$ cat src/rtl/cvt_pkg.sv
package cvt_pkg;

   localparam int CNT_W = 64;
   localparam int HALF_W = CNT_W / 2;

   // access size codes
   localparam logic [1:0] SZ_WORD = 2'd2;
   localparam logic [1:0] SZ_DWORD = 2'd3;

   // control word bit positions
   localparam int CTL_EN_BIT = 0;
   localparam int CTL_MASK_BIT = 1;
   localparam int CTL_STAT_BIT = 2;

   typedef enum logic [3:0] {
      SEL_NONE,
      SEL_PCNT,
      SEL_VCNT,
      SEL_VOFF,
      SEL_PCMP,
      SEL_PCTL,
      SEL_PCD,
      SEL_VCMP,
      SEL_VCTL,
      SEL_VCD
   } reg_sel_e;

endpackage

$ cat src/rtl/cvt_decode.sv
module cvt_decode
   import cvt_pkg::*;
#(
   parameter int ADDR_W = 8,
   parameter bit HAS_VIRT = 1'b1
) (
   input  logic [ADDR_W-1:0] addr_i,
   input  logic [1:0]        size_i,
   output logic              size_ok_o,
   output reg_sel_e          sel_o,
   output logic [1:0]        hmask_o
);

   localparam int WIN_LSB = 6;

   logic       in_win;
   logic       wide;
   logic       half;
   logic [2:0] slot;

   generate
      if (ADDR_W > WIN_LSB) begin : g_win
         assign in_win = ~|addr_i[ADDR_W-1:WIN_LSB];
      end else begin : g_nowin
         assign in_win = 1'b1;
      end
   endgenerate

   assign size_ok_o = (size_i == SZ_WORD) || (size_i == SZ_DWORD);
   assign wide = (size_i == SZ_DWORD);
   assign half = addr_i[2];
   assign slot = addr_i[5:3];
   assign hmask_o = wide ? 2'b11 : (half ? 2'b10 : 2'b01);

   always_comb begin
      sel_o = SEL_NONE;
      if (size_ok_o && in_win && (addr_i[1:0] == 2'b00) && !(wide && half)) begin
         unique case (slot)
            3'd0: sel_o = SEL_PCNT;
            3'd1: sel_o = HAS_VIRT ? SEL_VCNT : SEL_NONE;
            3'd2: sel_o = HAS_VIRT ? SEL_VOFF : SEL_NONE;
            3'd4: sel_o = SEL_PCMP;
            3'd5: sel_o = wide ? SEL_NONE : (half ? SEL_PCD : SEL_PCTL);
            3'd6: sel_o = HAS_VIRT ? SEL_VCMP : SEL_NONE;
            3'd7: sel_o = (!HAS_VIRT || wide) ? SEL_NONE : (half ? SEL_VCD : SEL_VCTL);
            default: sel_o = SEL_NONE;
         endcase
      end
   end

endmodule

$ cat src/rtl/cvt_timer_unit.sv
module cvt_timer_unit
   import cvt_pkg::*;
(
   input  logic              clk,
   input  logic              rst_n,
   input  logic [CNT_W-1:0]  count_i,
   input  logic              wr_cmp_i,
   input  logic              wr_ctl_i,
   input  logic              wr_cd_i,
   input  logic [1:0]        hmask_i,
   input  logic [CNT_W-1:0]  wdata_i,
   output logic [CNT_W-1:0]  cmp_o,
   output logic [HALF_W-1:0] ctl_rd_o,
   output logic [HALF_W-1:0] cd_rd_o,
   output logic              irq_o
);

   logic [CNT_W-1:0] cmp_q;
   logic             en_q;
   logic             mask_q;
   logic             cond;
   logic [CNT_W-1:0] cd_sext;
   logic [CNT_W-1:0] cd_diff;

   assign cond = (count_i >= cmp_q);
   assign cd_sext = {{HALF_W{wdata_i[HALF_W-1]}}, wdata_i[HALF_W-1:0]};
   assign cd_diff = cmp_q - count_i;

   always_ff @(posedge clk) begin
      if (!rst_n) begin
         cmp_q <= '0;
         en_q <= 1'b0;
         mask_q <= 1'b0;
      end else begin
         if (wr_cmp_i) begin
            if (hmask_i == 2'b11) begin
               cmp_q <= wdata_i;
            end else if (hmask_i[1]) begin
               cmp_q[CNT_W-1:HALF_W] <= wdata_i[HALF_W-1:0];
            end else begin
               cmp_q[HALF_W-1:0] <= wdata_i[HALF_W-1:0];
            end
         end else if (wr_cd_i) begin
            cmp_q <= count_i + cd_sext;
         end
         if (wr_ctl_i) begin
            en_q <= wdata_i[CTL_EN_BIT];
            mask_q <= wdata_i[CTL_MASK_BIT];
         end
      end
   end

   always_comb begin
      ctl_rd_o = '0;
      ctl_rd_o[CTL_EN_BIT] = en_q;
      ctl_rd_o[CTL_MASK_BIT] = mask_q;
      ctl_rd_o[CTL_STAT_BIT] = cond;
   end

   assign cd_rd_o = cd_diff[HALF_W-1:0];
   assign cmp_o = cmp_q;
   assign irq_o = en_q && !mask_q && cond;

   // countdown write lands as count plus sign-extended value
   a_r4_cd_sets_cmp: assert property (@(posedge clk) disable iff (!rst_n)
      wr_cd_i && !wr_cmp_i |=> cmp_o == $past(count_i + cd_sext));

   // enabling while the condition holds raises the interrupt next cycle
   a_r3_ctl_immediate: assert property (@(posedge clk) disable iff (!rst_n)
      wr_ctl_i && wdata_i[CTL_EN_BIT] && !wdata_i[CTL_MASK_BIT] && !wr_cmp_i && !wr_cd_i
      && (count_i >= cmp_o)
      |=> irq_o || (count_i < $past(count_i)));

   // the interrupt is a level that holds while nothing is written
   a_r2_irq_level: assert property (@(posedge clk) disable iff (!rst_n)
      irq_o && !wr_ctl_i && !wr_cmp_i && !wr_cd_i
      |=> irq_o || (count_i < $past(count_i)));

   // a control write never sets the status bit on its own
   a_r12_status_follows: assert property (@(posedge clk) disable iff (!rst_n)
      wr_ctl_i && !wr_cmp_i && !wr_cd_i && (count_i < cmp_o)
      |=> !ctl_rd_o[CTL_STAT_BIT] || (count_i > $past(count_i)));

endmodule

$ cat src/rtl/cvt_frame.sv
module cvt_frame
   import cvt_pkg::*;
#(
   parameter int ADDR_W = 8,
   parameter bit HAS_VIRT = 1'b1
) (
   input  logic              clk,
   input  logic              rst_n,
   input  logic [63:0]       sys_count_i,
   input  logic              req_valid_i,
   input  logic              req_write_i,
   input  logic [1:0]        req_size_i,
   input  logic [ADDR_W-1:0] req_addr_i,
   input  logic [63:0]       req_wdata_i,
   output logic              rsp_valid_o,
   output logic              rsp_err_o,
   output logic [63:0]       rsp_rdata_o,
   output logic              irq_phys_o,
   output logic              irq_virt_o
);

   generate
      if (ADDR_W < 6) begin : g_chk_addr
         $error("cvt_frame: ADDR_W must cover the 64-byte frame");
      end
   endgenerate

   logic             size_ok;
   reg_sel_e         sel;
   logic [1:0]       hmask;
   logic             wr_go;
   logic             rd_go;
   logic [CNT_W-1:0] voff_q;
   logic [CNT_W-1:0] vcount;
   logic [CNT_W-1:0] p_cmp;
   logic [CNT_W-1:0] v_cmp;
   logic [HALF_W-1:0] p_ctl;
   logic [HALF_W-1:0] p_cd;
   logic [HALF_W-1:0] v_ctl;
   logic [HALF_W-1:0] v_cd;
   logic [CNT_W-1:0] rd_full;
   logic [CNT_W-1:0] rd_lane;

   cvt_decode #(.ADDR_W(ADDR_W), .HAS_VIRT(HAS_VIRT)) u_dec (
      .addr_i   (req_addr_i),
      .size_i   (req_size_i),
      .size_ok_o(size_ok),
      .sel_o    (sel),
      .hmask_o  (hmask)
   );

   assign wr_go = req_valid_i && req_write_i && size_ok;
   assign rd_go = req_valid_i && !req_write_i && size_ok;

   cvt_timer_unit u_phys (
      .clk     (clk),
      .rst_n   (rst_n),
      .count_i (sys_count_i),
      .wr_cmp_i(wr_go && (sel == SEL_PCMP)),
      .wr_ctl_i(wr_go && (sel == SEL_PCTL)),
      .wr_cd_i (wr_go && (sel == SEL_PCD)),
      .hmask_i (hmask),
      .wdata_i (req_wdata_i),
      .cmp_o   (p_cmp),
      .ctl_rd_o(p_ctl),
      .cd_rd_o (p_cd),
      .irq_o   (irq_phys_o)
   );

   generate
      if (HAS_VIRT) begin : g_virt
         always_ff @(posedge clk) begin
            if (!rst_n) begin
               voff_q <= '0;
            end else if (wr_go && (sel == SEL_VOFF)) begin
               if (hmask == 2'b11) begin
                  voff_q <= req_wdata_i;
               end else if (hmask[1]) begin
                  voff_q[CNT_W-1:HALF_W] <= req_wdata_i[HALF_W-1:0];
               end else begin
                  voff_q[HALF_W-1:0] <= req_wdata_i[HALF_W-1:0];
               end
            end
         end

         assign vcount = sys_count_i - voff_q;

         cvt_timer_unit u_virt (
            .clk     (clk),
            .rst_n   (rst_n),
            .count_i (vcount),
            .wr_cmp_i(wr_go && (sel == SEL_VCMP)),
            .wr_ctl_i(wr_go && (sel == SEL_VCTL)),
            .wr_cd_i (wr_go && (sel == SEL_VCD)),
            .hmask_i (hmask),
            .wdata_i (req_wdata_i),
            .cmp_o   (v_cmp),
            .ctl_rd_o(v_ctl),
            .cd_rd_o (v_cd),
            .irq_o   (irq_virt_o)
         );
      end else begin : g_novirt
         assign voff_q = '0;
         assign vcount = '0;
         assign v_cmp = '0;
         assign v_ctl = '0;
         assign v_cd = '0;
         assign irq_virt_o = 1'b0;
      end
   endgenerate

   // 32-bit registers sit in the byte lane matching their address
   always_comb begin
      unique case (sel)
         SEL_PCNT: rd_full = sys_count_i;
         SEL_VCNT: rd_full = vcount;
         SEL_VOFF: rd_full = voff_q;
         SEL_PCMP: rd_full = p_cmp;
         SEL_PCTL: rd_full = {{HALF_W{1'b0}}, p_ctl};
         SEL_PCD:  rd_full = {p_cd, {HALF_W{1'b0}}};
         SEL_VCMP: rd_full = v_cmp;
         SEL_VCTL: rd_full = {{HALF_W{1'b0}}, v_ctl};
         SEL_VCD:  rd_full = {v_cd, {HALF_W{1'b0}}};
         default:  rd_full = '0;
      endcase
   end

   always_comb begin
      unique case (hmask)
         2'b10:   rd_lane = {{HALF_W{1'b0}}, rd_full[CNT_W-1:HALF_W]};
         2'b01:   rd_lane = {{HALF_W{1'b0}}, rd_full[HALF_W-1:0]};
         default: rd_lane = rd_full;
      endcase
   end

   always_ff @(posedge clk) begin
      if (!rst_n) begin
         rsp_valid_o <= 1'b0;
         rsp_err_o <= 1'b0;
         rsp_rdata_o <= '0;
      end else begin
         rsp_valid_o <= req_valid_i;
         rsp_err_o <= req_valid_i && !size_ok;
         rsp_rdata_o <= rd_go ? rd_lane : '0;
      end
   end

   // an errored access leaves the offset untouched
   a_r10_err_no_change: assert property (@(posedge clk) disable iff (!rst_n)
      rsp_err_o |-> voff_q == $past(voff_q));

   // unmapped reads answer zero
   a_r9_unmapped_raz: assert property (@(posedge clk) disable iff (!rst_n)
      req_valid_i && !req_write_i && (sel == SEL_NONE) |=> rsp_rdata_o == '0);

   // a full count read returns the count of the request cycle
   a_r8_count_read: assert property (@(posedge clk) disable iff (!rst_n)
      rd_go && (sel == SEL_PCNT) && (hmask == 2'b11) |=> rsp_rdata_o == $past(sys_count_i));

   // every request is answered exactly one cycle later
   a_r7_one_cycle_rsp: assert property (@(posedge clk) disable iff (!rst_n)
      req_valid_i |=> rsp_valid_o);

endmodule

$ cat config.mk
export PLATFORM = sky130hd
export DESIGN_NAME = cvt_frame
export DESIGN_NICKNAME = d
export VERILOG_FILES = /design/src/rtl/cvt_pkg.sv /design/src/rtl/cvt_decode.sv /design/src/rtl/cvt_timer_unit.sv /design/src/rtl/cvt_frame.sv
export SDC_FILE = /design/constraint.sdc
export NUM_CORES = 2
export LEC_CHECK = 0
export ABC_CLOCK_PERIOD_IN_PS = 6050
export BUFFER_PORTS_ARGS = -buffer_cell sky130_fd_sc_hd__buf_2
export CAP_MARGIN = 0
export CORE_MARGIN = 3
export CORE_UTILIZATION = 40
export DETAILED_ROUTE_END_ITERATION = 8
export GPL_ROUTABILITY_DRIVEN = 0
export PLACE_DENSITY = 0.66
export SYNTH_ARGS = -nofsm -noshare
export SYNTH_HDL_FRONTEND = slang
export SYNTH_SLANG_ARGS = --single-unit
$ cat constraint.sdc
create_clock -name clk -period 6.05 [get_ports clk]
set_clock_uncertainty 0.2 [all_clocks]
set_input_delay 0.9075 -clock clk [delete_from_list [all_inputs] [get_ports clk]]
set_output_delay 0.9075 -clock clk [all_outputs]
set_load 0.01 [all_outputs]
==> impl_results.md <==
* Status: finished with violations
* Violated checks: negative setup slack
* CP endpoint kind: output pin
* Fillers at 7113
* Yosys cell types at 82
* Fmax at 0.146 GHz
* Via count at 39000
* Final ANT Viol Nets at 0
* Drt via density at 6.30
* Drt initial violations at 5771
* PwrDens at 181 mW/mm^2
* Post-detail-place hpwl at 128000 um
* RR Endpoint: g_virt.u_virt.cmp_o[59]
* FP Rows at 100
* Layout cell share with drive strength beyond 1 at 24.2%
* Max Slew Vio Count at 0
* R2R Setup Slk at -0.09 ns
* Crit Reg-Reg Startpoint: voff_q[0]
* Commonest non-fill, non-tap cell in the layout: buf_4
* Port Buffers at 209
* Ys Warns at 0
* CP peak stage delay at 0.54 ns
* Root buf cell: clkbuf_16
* Area Growth Syn to Fin at 31.4%
* CP Class: in2out
* Die W at 283 um
* Number of global-route vias before repair at 35900
* Die height at 283 um
* Worst R2R Path Depth at 31
* Crit-path leading delay family: simple AND/OR/NAND/NOR gates
* Seq/Total Area, Yosys at 17.1%
* Synth Flop Type: dfxtp_1
* First-pass GRT wire length at 231000 um
* Tcrit/Tclk final at 113%
* Worst setup margin at -0.779 ns
* Critical Path AT at 5.72 ns
* Mapped Avg Cell Area at 7.04 sq um
* Buf/Inv on CP at 5
* Setup crit end: irq_virt_o
* Syn_nets at 4880
* CTS clk-pin slew, worst paths at 0.06 ns
* CTS Buf Count at 35
* # IOs at 210
* Clock latency on the worst-skew pair at 0.60 ns
* Startpoint Class: input port
* Area contributors post-synth: dfxtp_1, ha_1, a21oi_1, nand2_1, a21o_1
* Startpoint of the worst hold path: u_phys.mask_q
* Final std cells w/o fill at 6190
* Crit-path max FO at 6
* Largest net degree at the start of global routing at 117
* Critical Path Start: sys_count_i[24]
* CP Cell Sequence: buf_2, ha_1, buf_4, nand4_1, or4_4, o21bai_1, o31ai_1, nor2_2, o21ai_2, buf_4, a41oi_4, buf_4, a22o_1, xor2_1, xor2_1, ha_1, nand4_1, nor2_2, nand2_2, o311ai_4, and3b_1, buf_2
* Residual DRC count at 0
* Final Hold Viols at 0
* Relative slew margins at 7.46%
* Syn Inst Count at 4354
* CTS max path bufs at 3
* Initial antenna violation count at 14
* Total GRT Usage at 39.1%
* Maxcap violations at 0
* CTS sink cnt at 262
* Commonest cells after routing, fill and taps aside: buf_4, nand2_1, a21oi_1, ha_1, inv_1
* Final WL at 163000 um
* Ys async rst share at 0%
* RSZ-0062 raised after global routing: true
* Final layout net count at 5665
* WL per Instance at 26.3 um
* Initial core utilization at 40.8%
* IR drop worst, VDD at 0.000173 V
* Htree depth at 2
* CTS tree: yes
* Leakage at 0.0178 uW
* CORE AREA at 0.0752 sq mm
* Cell count along the critical path at 22
* Yosys reg bits at 262
* Most frequent CP cell: buf_4
* Gr ovfl total at 0
* Synth top area share at 17.1%
* Die area at 0.0800 sq mm
* Hold Path Cell Cnt at 2
* Post-synth EDFFs at 0
* Detailed Routing Iterations Pass 1 at 9
* Worst Hold Class: reg2reg
* Final setup fails at 6
* Worst-Margin Slew at 1.39 ns
* Post-Layout Inst Area at 0.0403 sq mm
* Biggest area consumer among synthesized cells: dfxtp_1
* Worst path slowest cell: o311ai_4
* Inst Count DP at 6085
* Placed Area at 0.0379 sq mm
* Worst EP required at 4.94 ns
* Mapped Area at 0.0307 sq mm
* Tmin final at 6.83 ns
## power breakdown
part	internal (uW)	switching (uW)	leakage, uW
combinational	1400	1890	0.0151
clock	1380	909	0.000599
sequential	1730	1.16	0.00211
total	4510	2800	0.0178
## layout make-up
type	count	area, sq um	share of cell area [%]
clock inverter	13	209	0.519
clock buffer	48	1000	2.49
sequential	262	5250	13.0
inverter	331	1250	3.10
multi-input combinational	3507	24200	60.1
antenna	7	17.5	0.0435
tap	1020	1280	3.17
timing repair buffer	1002	7070	17.6
## metrics by stage
stage / hold WS (ns) / setup WS [ns] / TNS, ns / total power, uW / util [%]
floorplan: 0.245 / 0.000444 / 0 / 3320 / -
global placement: 0.259 / -1.16 / -23.85 / 4680 / 50.3
detailed placement: 0.269 / -1.35 / -29.87 / 4710 / 50.3
CTS: 0.279 / -0.726 / -0.726 / 7030 / 52.4
global route: 0.305 / -0.777 / -2.83 / 7540 / 53.6
finish: 0.275 / -0.779 / -0.964 / 7300 / 53.6
## worst register-to-register path: cells and delay by family (launching register included)
family,cells,cell delay (ns)
xor+xnor,2,0.13
flops,1,0.42
simple gates,5,0.68
compound gates,13,2.86
buf+inv,8,0.91
fa+ha+maj,3,0.79
## worst min-delay path by stage
stage / slack [ns] / to
6_report: 0.27 / u_phys.mask_q
5_1_grt: 0.31 / u_phys.mask_q
4_1_cts: 0.28 / u_phys.mask_q
3_5_place_dp: 0.27 / u_phys.mask_q
3_3_place_gp: 0.26 / u_phys.cmp_o[45]
2_1_floorplan: 0.24 / g_virt.u_virt.en_q
## what timing repair did
item,4_1_cts,5_1_grt
buffers inserted,13,28
resized for setup,49,143
setup endpoints to repair,21,40
pin swaps,26,82
hold buffers,0,0
## registers in the layout, indices dropped and copies added (netlist names)
| name | count |
|---|---|
| g_virt.u_virt.cmp_o | 64 |
| rsp_rdata_o | 64 |
| u_phys.cmp_o | 64 |
| voff_q | 64 |
| g_virt.u_virt.en_q | 1 |
| g_virt.u_virt.mask_q | 1 |
| rsp_err_o | 1 |
| rsp_valid_o | 1 |
| u_phys.en_q | 1 |
| u_phys.mask_q | 1 |
## cell usage after synthesis (58+ instances only)
| library cell | instances |
|---|---|
| ha_1 | 379 |
| a211oi_1 | 113 |
| a31oi_1 | 58 |
| xnor2_1 | 127 |
| nand3_1 | 116 |
| clkbuf_1 | 219 |
| inv_1 | 330 |
| nor2_1 | 328 |
| a21oi_1 | 486 |
| xor2_1 | 96 |
| o21ai_0 | 268 |
| a21o_1 | 191 |
| nand4_1 | 82 |
| nand2_1 | 510 |
| dfxtp_1 | 262 |
## metal layers
metal  routed length [um]  vias up  GRT usage, %
li1                     -    17400             -
met1                57900    17900          46.8
met2                64200     2866          56.2
met3                21500      854          11.4
met4                19300       10          35.7
met5                   69        -             0
## cells by family (layout without fill, tap and decap cells)
group / Yosys count / count (layout) / share of synthesized area, %
AO/OA/AOI/OAI: 1554 / 1554 / 32.7
XOR/XNOR: 223 / 223 / 6.37
adder cells (fa/ha/maj): 385 / 385 / 15.8
buffers and inverters: 585 / 1394 / 7.27
flip-flops: 262 / 262 / 17.1
multiplexers: 53 / 53 / 1.74
other: 0 / 7 / 0
AND/OR/NAND/NOR: 1292 / 1292 / 19.0
Note: power is estimated with default switching activity, not from simulation.
